File: config.mk
export PLATFORM = sky130hd
export DESIGN_NAME = flash_guard
export DESIGN_NICKNAME = d
export VERILOG_FILES = /design/src/rtl/flash_guard_pkg.sv /design/src/rtl/guard_datapath.sv /design/src/rtl/guard_ctrl.sv /design/src/rtl/flash_guard.sv
export SDC_FILE = /design/constraint.sdc
export NUM_CORES = 1
export LEC_CHECK = 0
export ABC_AREA = 1
export CORE_MARGIN = 2
export CORE_UTILIZATION = 37
export DETAILED_ROUTE_END_ITERATION = 16
export GPL_ROUTABILITY_DRIVEN = 0
export PLACE_DENSITY = 0.72
export SLEW_MARGIN = 10
export SYNTH_ARGS = -nofsm -noshare
export SYNTH_HDL_FRONTEND = slang
export SYNTH_SLANG_ARGS = --single-unit
File: constraint.sdc
create_clock -name clk -period 11.4 [get_ports clk]
set_input_delay 2.85 -clock clk [delete_from_list [all_inputs] [get_ports clk]]
set_output_delay 2.85 -clock clk [all_outputs]
set_load 0.02 [all_outputs]
File: src/rtl/flash_guard_pkg.sv
package flash_guard_pkg;
  // register offsets on the configuration port
  localparam logic [1:0] OFF_SUP = 2'd0;
  localparam logic [1:0] OFF_DAT = 2'd1;
  localparam logic [1:0] OFF_CTL = 2'd2;

  // write strobes from control to datapath
  typedef struct packed {
    logic wrSup;
    logic wrDat;
  } regStrobe_t;
endpackage

File: src/rtl/guard_datapath.sv
module guard_datapath
  import flash_guard_pkg::*;
#(
  parameter int NUM_SECTORS = 32,
  parameter int ADDR_W      = 20,
  localparam int SEC_W      = $clog2(NUM_SECTORS)
) (
  input  logic                   clk,
  input  logic                   rstN,
  input  logic [NUM_SECTORS-1:0] cfgSupWord,
  input  logic [NUM_SECTORS-1:0] cfgDatWord,
  input  regStrobe_t             strobe,
  input  logic                   lockIn,
  input  logic [1:0]             regAddr,
  input  logic [NUM_SECTORS-1:0] regWdata,
  output logic [NUM_SECTORS-1:0] regRdata,
  input  logic [ADDR_W-1:0]      accAddr,
  output logic                   supBit,
  output logic                   datBit
);
  logic [NUM_SECTORS-1:0] supQ, datQ;
  logic [SEC_W-1:0]       sectorIdx;

  always_ff @(posedge clk) begin
    if (!rstN) begin
      supQ <= cfgSupWord;
      datQ <= cfgDatWord;
    end else begin
      if (strobe.wrSup) supQ <= regWdata;
      if (strobe.wrDat) datQ <= regWdata;
    end
  end

  assign sectorIdx = accAddr[ADDR_W-1 -: SEC_W];
  assign supBit    = supQ[sectorIdx];
  assign datBit    = datQ[sectorIdx];

  always_comb begin
    unique case (regAddr)
      OFF_SUP: regRdata = supQ;
      OFF_DAT: regRdata = datQ;
      OFF_CTL: regRdata = {{(NUM_SECTORS-1){1'b0}}, lockIn};
      default: regRdata = '0;
    endcase
  end

  // once locked, neither mask moves
  a_r9_sup_frozen: assert property (@(posedge clk) disable iff (!rstN)
    lockIn |=> $stable(supQ));
  a_r9_dat_frozen: assert property (@(posedge clk) disable iff (!rstN)
    lockIn |=> $stable(datQ));
endmodule

File: src/rtl/guard_ctrl.sv
module guard_ctrl
  import flash_guard_pkg::*;
(
  input  logic       clk,
  input  logic       rstN,
  input  logic       regWr,
  input  logic [1:0] regAddr,
  input  logic       regWbit0,
  input  logic       accValid,
  input  logic       accSuper,
  input  logic       accData,
  input  logic       supBit,
  input  logic       datBit,
  output regStrobe_t strobe,
  output logic       lockQ,
  output logic       flashReq,
  output logic       busErr
);
  logic denyPriv, denySpace, deny;

  // register write decode, gated by lock
  always_comb begin
    strobe.wrSup = regWr && !lockQ && (regAddr == OFF_SUP);
    strobe.wrDat = regWr && !lockQ && (regAddr == OFF_DAT);
  end

  always_ff @(posedge clk) begin
    if (!rstN) lockQ <= 1'b0;
    else if (regWr && regAddr == OFF_CTL && regWbit0) lockQ <= 1'b1;
  end

  // permission check
  assign denyPriv  = !accSuper && supBit;
  assign denySpace = !accData && datBit;
  assign deny      = denyPriv || denySpace;
  assign flashReq  = accValid && !deny;

  always_ff @(posedge clk) begin
    if (!rstN) busErr <= 1'b0;
    else       busErr <= accValid && deny && !busErr;
  end

  a_r10_lock_sticky: assert property (@(posedge clk) disable iff (!rstN)
    lockQ |=> lockQ);
  a_r7_err_single: assert property (@(posedge clk) disable iff (!rstN)
    busErr |=> !busErr);
  a_r5_grant_no_err: assert property (@(posedge clk) disable iff (!rstN)
    flashReq |=> !busErr);
  a_r6_err_after_refusal: assert property (@(posedge clk) disable iff (!rstN)
    $rose(busErr) |-> $past(accValid && !flashReq));
endmodule

File: src/rtl/flash_guard.sv
module flash_guard
  import flash_guard_pkg::*;
#(
  parameter int NUM_SECTORS = 32,
  parameter int ADDR_W      = 20
) (
  input  logic                   clk,
  input  logic                   rstN,
  input  logic [NUM_SECTORS-1:0] cfgSupWord,
  input  logic [NUM_SECTORS-1:0] cfgDatWord,
  input  logic                   accValid,
  input  logic [ADDR_W-1:0]      accAddr,
  input  logic                   accSuper,
  input  logic                   accData,
  output logic                   flashReq,
  output logic [ADDR_W-1:0]      flashAddr,
  input  logic                   flashAck,
  output logic                   busAck,
  output logic                   busErr,
  input  logic                   regWr,
  input  logic [1:0]             regAddr,
  input  logic [NUM_SECTORS-1:0] regWdata,
  output logic [NUM_SECTORS-1:0] regRdata
);
  regStrobe_t strobe;
  logic lock, supBit, datBit;

  guard_datapath #(.NUM_SECTORS(NUM_SECTORS), .ADDR_W(ADDR_W)) u_dp (
    .clk(clk), .rstN(rstN), .cfgSupWord(cfgSupWord), .cfgDatWord(cfgDatWord),
    .strobe(strobe), .lockIn(lock), .regAddr(regAddr), .regWdata(regWdata),
    .regRdata(regRdata), .accAddr(accAddr), .supBit(supBit), .datBit(datBit)
  );

  guard_ctrl u_ctrl (
    .clk(clk), .rstN(rstN), .regWr(regWr), .regAddr(regAddr),
    .regWbit0(regWdata[0]), .accValid(accValid), .accSuper(accSuper),
    .accData(accData), .supBit(supBit), .datBit(datBit), .strobe(strobe),
    .lockQ(lock), .flashReq(flashReq), .busErr(busErr)
  );

  assign flashAddr = accAddr;
  assign busAck    = flashAck;
endmodule

Word-level counts from Yosys, hierarchy flattened
Index checks and enable logic that the tools add are counted.
Operators by class
  $lt $le $gt $ge: 1
  equality and inequality tests: 4
  mux-type cells: 9
  reductions and logical operators: 17
Operator list (count)
  32-bit two-way mux: 4
  32-bit one-hot mux with 3 select lines: 1
  1-bit binary-select mux with 5-bit select: 2
  1-bit logical AND: 10
  5-bit by 6-bit < comparator with 1-bit output, second input constant: 1
  1-bit zero test: 5
  2-bit by 1-bit inequality test with 1-bit output, second input constant: 2
  2-bit by 1-bit == test with 1-bit output, second input constant: 1
  2-bit == test, second input constant: 1
  2-bit zero test: 1
  1-bit two-way mux: 2
  1-bit logical OR: 1
Word-level totals
  flip-flop bits (word level): 66
  bits of input ports: 125
  output and inout bits: 55
  word-level logic and storage cells: 35

Depth between registers and ports, before layout
Gate-level depths: netlist of run 1.
  depth after elaboration: 6
  gate-level depth with buffers: 12

Modules after synthesis
From an unflattened synthesis of run 1, not the netlist that was laid out.
Second synthesis, totals
  cell total of the unflattened synthesis: 550
  area, all modules: 4221.5 µm²
Modules (own cells, without submodules)
  guard_datapath: instances 1, cells each 505, area an instance 3930.0 µm², seq. area each 1921.8 µm²
  flash_guard: instances 1, cells each 21, area an instance 157.7 µm², seq. area each 0.0 µm²
  guard_ctrl: instances 1, cells each 24, area an instance 133.9 µm², seq. area each 40.0 µm²

Least setup slack after synthesis of run 1
No wires, ideal clock.
  path kind: input port to output port
  from: in regAddr[0]
  to: out regRdata[0]
  arrival: 3892 ps
  required time: 8550 ps
  path slack: 4658 ps
  cell stages on the path: 2
  path buffers: 1
  cells stage by stage: clkbuf_1 > o311ai_0
Between the ends
  cells in the longest elaborated chain, start to end: 2
  elaborated cells on any way between the ends: 4
RTL lines
  start: declaration: RTL line flash_guard.sv:21  | input logic [1:0] regAddr,
  2-bit == test, or another cell as far along: RTL line guard_datapath.sv:39  | unique case (regAddr)
  32-bit one-hot mux with 3 select lines (*): RTL line guard_datapath.sv:39
  end: declaration: RTL line flash_guard.sv:23  | output logic [NUM_SECTORS-1:0] regRdata
Mark *: on every way between the ends. The rest lies on a longest branch, timed or not.

Final worst setup path of run 1
Ends and elaborated chain as after synthesis.

==> results.py, run 1 <==
metrics = {
    "status": {
        "status": "finished, final reports clean",
    },
    "timing": {
        "rsz0062_at_grt": "false",
        "max_freq_ghz": 0.1159,
        "fin_crit_sh_pct": 75.67,
        "hold_viol": 0,
        "worst_clock_skew_ns": 0.01099,
        "holdWs_ns": 0.4908,
        "final-max-slew-violation-count": 0,
        "finalSetupTns_ns": 0,
        "slew-limit-headroom_pct": 25.99,
        "worst_pin_slew_ns": 1.103,
        "report.final.setup_viol": 0,
        "fin_crit_ns": 8.626,
    },
    "power_and_ir_drop": {
        "p_leak_nw": 2.471,
        "power_switching_uw": 177.3,
        "combPwrFrac_pct": 22.6,
        "power_density_nw_per_um2": 118.0,
        "switching_share_pct": 26.82,
        "p_clk_share_pct": 32.0,
        "p_int_uw": 483.9,
        "p_seq_share_pct": 45.5,
        "peakVddDrop_v": 0.00005609,
        "power.total_uw": 661.2,
    },
    "clocking": {
        "path_clk_slew_ns": 0.07,
        "htree_levels": 3,
        "cts_setup_buffers": 0,
        "root_buffer": "clkbuf_8",
        "clock_latency_ns": 0.34,
        "clock-sinks": 66,
        "tritoncts": "done",
        "cts_resized": 0,
        "hold_buffers": 0,
        "clockBufferDepth": 2,
        "cts_buffers": 9,
    },
    "global_routing": {
        "track_usage_pct": 19.31,
        "grt_max_degree": 66,
        "antenna_found_initial": 0,
        "grt_first_pass_wirelength_um": 17430,
        "grt_pass1_vias": 3648,
        "overflow": 0,
    },
    "yosys": {
        "synth_xor_area_share_pct": 0,
        "syn-instance-count": 534,
        "synth_top_family_by_area": "simple AND/OR/NAND/NOR gates",
        "synth-simple-area-share_pct": 40.41,
        "yosysSeqAreaShare_pct": 48.44,
        "ys_seq_elements": 66,
        "synthesis.nets": 659,
        "syn_area_um2": 4050,
        "synthMuxAreaShare_pct": 0,
        "ys.warnings.count": 0,
        "synth_compound_area_share_pct": 0.8650,
        "post_synth.cell_area_avg_um2": 7.585,
        "synth_cell_types": 20,
        "synthAdderAreaFrac_pct": 0,
    },
    "critical_path": {
        "critPathRequiredTime_ns": 8.55,
        "worstSetupStartpointType": "input pin",
        "end_kind": "output pin",
        "critPathKind": "in2out",
        "worstPathArrival_ns": 5.78,
        "path_max_fanout": 35,
    },
    "final_layout": {
        "diodes": 0,
        "n_fill_cell": 1043,
        "stdcell_count": 785,
        "seq_area_um2": 1962,
        "drive_gt1_share_pct": 4.031,
        "multiInputGateArea_um2": 1699,
        "nets": 765,
        "syn2layout_area_growth_pct": 38.34,
    },
    "detailed_routing": {
        "routed_via_density": 4.927,
        "firstDrtPassIters": 5,
        "ant_nets": 0,
        "vias": 3868,
        "wl_um": 11460,
        "route.detailed.drc": 0,
        "dr.first_iter.drc_count": 261,
        "routedWlPerCell_um": 14.60,
    },
    "placement": {
        "portBuffers": 147,
        "dpl.hpwl_um": 8021,
        "dp.cells": 769,
    },
    "floorplanning": {
        "core_area_um2": 10750,
        "die_x_um": 108.6,
        "die_y_um": 108.6,
        "rows": 38,
        "start_util_pct": 37.69,
        "pin_count": 180,
        "die-area_um2": 11800,
    },
    "hold_path": {
        "hold_path_class": "reg2reg",
    },
    "run": {
        "maxCapViolations": 0,
    },
}
-- final timing paths --
path	startpoint	endpoint	slack, ns	cells after the start
worst max-delay path	regAddr[0]	regRdata[0]	2.77	6
worst min register to register	u_ctrl.busErr	u_ctrl.busErr	0.49	3
worst max register to register	u_ctrl.lockQ	u_dp.datQ[14]	9.87	4
worst min-delay path	u_ctrl.busErr	u_ctrl.busErr	0.49	3
-- registers in the layout, summed over array words and instances, names as in the netlist --
register and cells:
u_ctrl.busErr 1, u_ctrl.lockQ 1, u_dp.datQ 32, u_dp.supQ 32
-- critical path: stages --
cell	delay, ns
clkdlybuf4s50_1	0.46
buf_4	0.37
clkinv_1	0.99
nand3_1	0.29
o311ai_0	0.19
clkdlybuf4s50_1	0.60
-- power by group through the flow --
| stage | Clock [mW] | Sequential, mW | Combinational (mW) |
|---|---|---|---|
| after floorplan | 0 | 0.304 | 0.0855 |
| after global placement | 0 | 0.305 | 0.148 |
| after detailed placement | 0 | 0.306 | 0.150 |
| after CTS | 0.214 | 0.300 | 0.151 |
| after global routing | 0.222 | 0.303 | 0.164 |
| final | 0.211 | 0.301 | 0.149 |
-- layout by cell type (no fill, tap or decap), drive strengths merged --
cell type,instances
o22ai,1
nand2,274
inv,10
nand3b,1
clkbuf,10
edfxtp,64
o31ai,2
dfxtp,2
a21oi,1
nand3,118
bufinv,2
clkdlybuf4s50,147
buf,5
o311ai,1
nor2,2
clkinv,4
clkinvlp,1
-- cells by family after synthesis --
kind of cell	Yosys count
compound gates	5
buf+inv	68
flops	66
simple gates	395
-- Yosys cell counts --
cell type  number  area, um^2
inv_8           1       11.26
o311ai_0        1       8.760
buf_1           8       30.03
nand3_1       118       590.6
nor2_2          1       6.260
o22ai_1         1       6.260
nand2_1       274        1028
nand3b_1        1       7.510
buf_6           9       101.4
nor2_1          1       3.750
inv_1           8       30.03
inv_2           1       3.750
clkinv_1        1       3.750
clkbuf_1       13       48.80
buf_4          21       157.7
a21oi_1         1       5.000
buf_2           6       30.03
edfxtp_1       64        1922
dfxtp_1         2       40.04
o31ai_1         2       15.01
-- per-layer routing --
layer  share of wire, %  track usage (%)  up-vias
met5                  0                0        -
met4                2.6            7.326        0
met3                7.8            4.423       20
met2                 50            35.04      160
met1                 40            22.01     1736
li1                   -                -     1952
-- layout make-up --
cell class / instances / share of cell area, %
clock inverter: 6 / 1.452
tap: 140 / 3.126
timing repair buffer: 152 / 26.93
multi-input combinational: 400 / 30.33
inverter: 11 / 0.8709
clock buffer: 10 / 2.278
sequential: 66 / 35.02
-- per-stage QoR --
step	util, %	setup slack [ns]	instance area (um^2)
finish	52.14	2.774	5603
detailed placement	50.20	2.830	5394
global route	52.14	2.618	5603
global placement	50.20	2.923	5394
CTS	52.14	2.821	5603
floorplan	-	4.658	4050
Power figures use the tool's default switching activity.
==> run 2, diff against run 1 <==
clock period = 8.5 ns   (was 11.4 ns; I/O delays follow)
==> run 2 against run 1 <==
Register-to-register slack got worse by 2.9 ns. Die area did not move. Wire length rose by 0.55%. Combinational power rose by 35%. First-iteration DRC count fell by 7.3%. Clock power rose by 9%. Cell count did not move. Sequential cell count did not move. Utilization fell by 0.35 points. Clock skew fell by 0.0036 ns. Non-clock buffer count did not move. Hold slack improved by 0.0064 ns. Largest cell class unchanged.
==> results.py, run 2 (synthesis gave the netlist of run 1 again) <==
metrics = {
    "final_layout": {
        "nets": 765,
        "top_regs": "u_dp.datQ x32, u_dp.supQ x32",
        "stdcell_count": 785,
        "final_area_um2": 5565,
        "final_cell_mix": "274 x nand2_1, 147 x clkdlybuf4s50_1, 118 x nand3_1",
        "drive_gt1_share_pct": 4.186,
        "final_common_cell": "nand2_1",
        "utilization_pct": 51.79,
        "diodes": 0,
        "syn2layout_area_growth_pct": 37.41,
    },
    "clocking": {
        "tritoncts": "done",
        "cts_resized": 0,
        "htree_levels": 3,
        "clock_latency_ns": 0.34,
        "path_clk_slew_ns": 0.07,
        "root_buffer": "clkbuf_8",
        "clock-sinks": 66,
        "cts_buffers": 9,
        "hold_buffers": 0,
        "cts_setup_buffers": 0,
        "clockBufferDepth": 2,
    },
    "timing": {
        "worst_clock_skew_ns": 0.007412,
        "slew-limit-headroom_pct": 28.11,
        "final-max-slew-violation-count": 0,
        "max_freq_ghz": 0.1407,
        "worst_pin_slew_ns": 1.072,
        "finalSetupTns_ns": 0,
        "fin_crit_ns": 7.108,
        "fin_crit_sh_pct": 83.62,
        "rsz0062_at_grt": "false",
        "report.final.setup_viol": 0,
        "worst_slack_ns": 1.392,
        "hold_viol": 0,
        "holdWs_ns": 0.4972,
    },
    "critical_path": {
        "path_max_fanout": 35,
        "worstSetupStartpointType": "input pin",
        "critPathKind": "in2out",
        "worstPathArrival_ns": 4.98,
        "critPathRequiredTime_ns": 6.38,
        "end_kind": "output pin",
        "r2r_start": "u_ctrl.lockQ",
        "rr_worst_depth": 4,
        "crit_path_start": "regAddr[0]",
    },
    "detailed_routing": {
        "routed_via_density": 5.017,
        "vias": 3938,
        "ant_nets": 0,
        "routedWlPerCell_um": 14.68,
        "wl_um": 11520,
        "firstDrtPassIters": 5,
        "dr.first_iter.drc_count": 242,
        "route.detailed.drc": 0,
    },
    "global_routing": {
        "grt_max_degree": 66,
        "antenna_found_initial": 0,
        "grt_pass1_vias": 3780,
        "track_usage_pct": 20.26,
        "overflow": 0,
        "grt_first_pass_wirelength_um": 18380,
    },
    "floorplanning": {
        "die_y_um": 108.6,
        "start_util_pct": 37.69,
        "die-area_um2": 11800,
        "pin_count": 180,
        "rows": 38,
        "core_area_um2": 10750,
        "die_x_um": 108.6,
    },
    "run": {
        "maxCapViolations": 0,
    },
    "power_and_ir_drop": {
        "peakVddDrop_v": 0.00006109,
        "p_leak_nw": 2.453,
        "power_density_nw_per_um2": 149.9,
        "power.total_uw": 834.0,
    },
    "placement": {
        "dpl.hpwl_um": 8185,
        "dp_slack_ns": 1.436,
        "portBuffers": 147,
        "dp.cells": 769,
        "placed_area_um2": 5394,
    },
    "hold_path": {
        "min-delay-start": "u_ctrl.busErr",
        "whs_path_depth": 3,
        "hold_path_class": "reg2reg",
    },
    "status": {
        "status": "finished, final reports clean",
    },
}
run 2: cell count changes in the layout (fill, tap and decap cells not counted), sizes merged:
cell      previous run  this run
bufinv               2         0
clkbuf              10        11
clkinvlp             1         2
run 2: area by class of cell:
| type | count | area (um^2) |
|---|---|---|
| clock inverter | 5 | 30.03 |
| clock buffer | 11 | 141.4 |
| multi-input combinational | 400 | 1699 |
| sequential | 66 | 1962 |
| fill | 1080 | 5180 |
| timing repair buffer | 152 | 1509 |
| tap | 140 | 175.2 |
| inverter | 11 | 48.80 |
run 2: metal layers:
layer	vias to the layer above	share of wire, %	GRT usage (%)
met4	0	2.2	8.242
met2	153	52	35.85
li1	1948	-	-
met1	1816	39	24.71
met5	-	0	0
met3	21	6.7	2.989
run 2: final timing paths:
path | to | slack, ns
worst max register to register | u_dp.supQ[3] | 6.99
worst min register to register | u_ctrl.busErr | 0.50
worst max-delay path | regRdata[0] | 1.39
worst min-delay path | u_ctrl.busErr | 0.50
run 2: worst max-delay path, stage by stage:
cell and delay [ns]:
clkdlybuf4s50_1 0.46, buf_4 0.37, clkinv_1 0.96, nand3_1 0.28, o311ai_0 0.19, clkdlybuf4s50_1 0.59
run 2: power breakdown:
group          switching, mW  leakage, nW  internal, mW
Sequential            0.0140        0.657         0.390
Clock                  0.118       0.0851         0.112
Combinational          0.104         1.71        0.0961
Total                  0.236         2.45         0.598
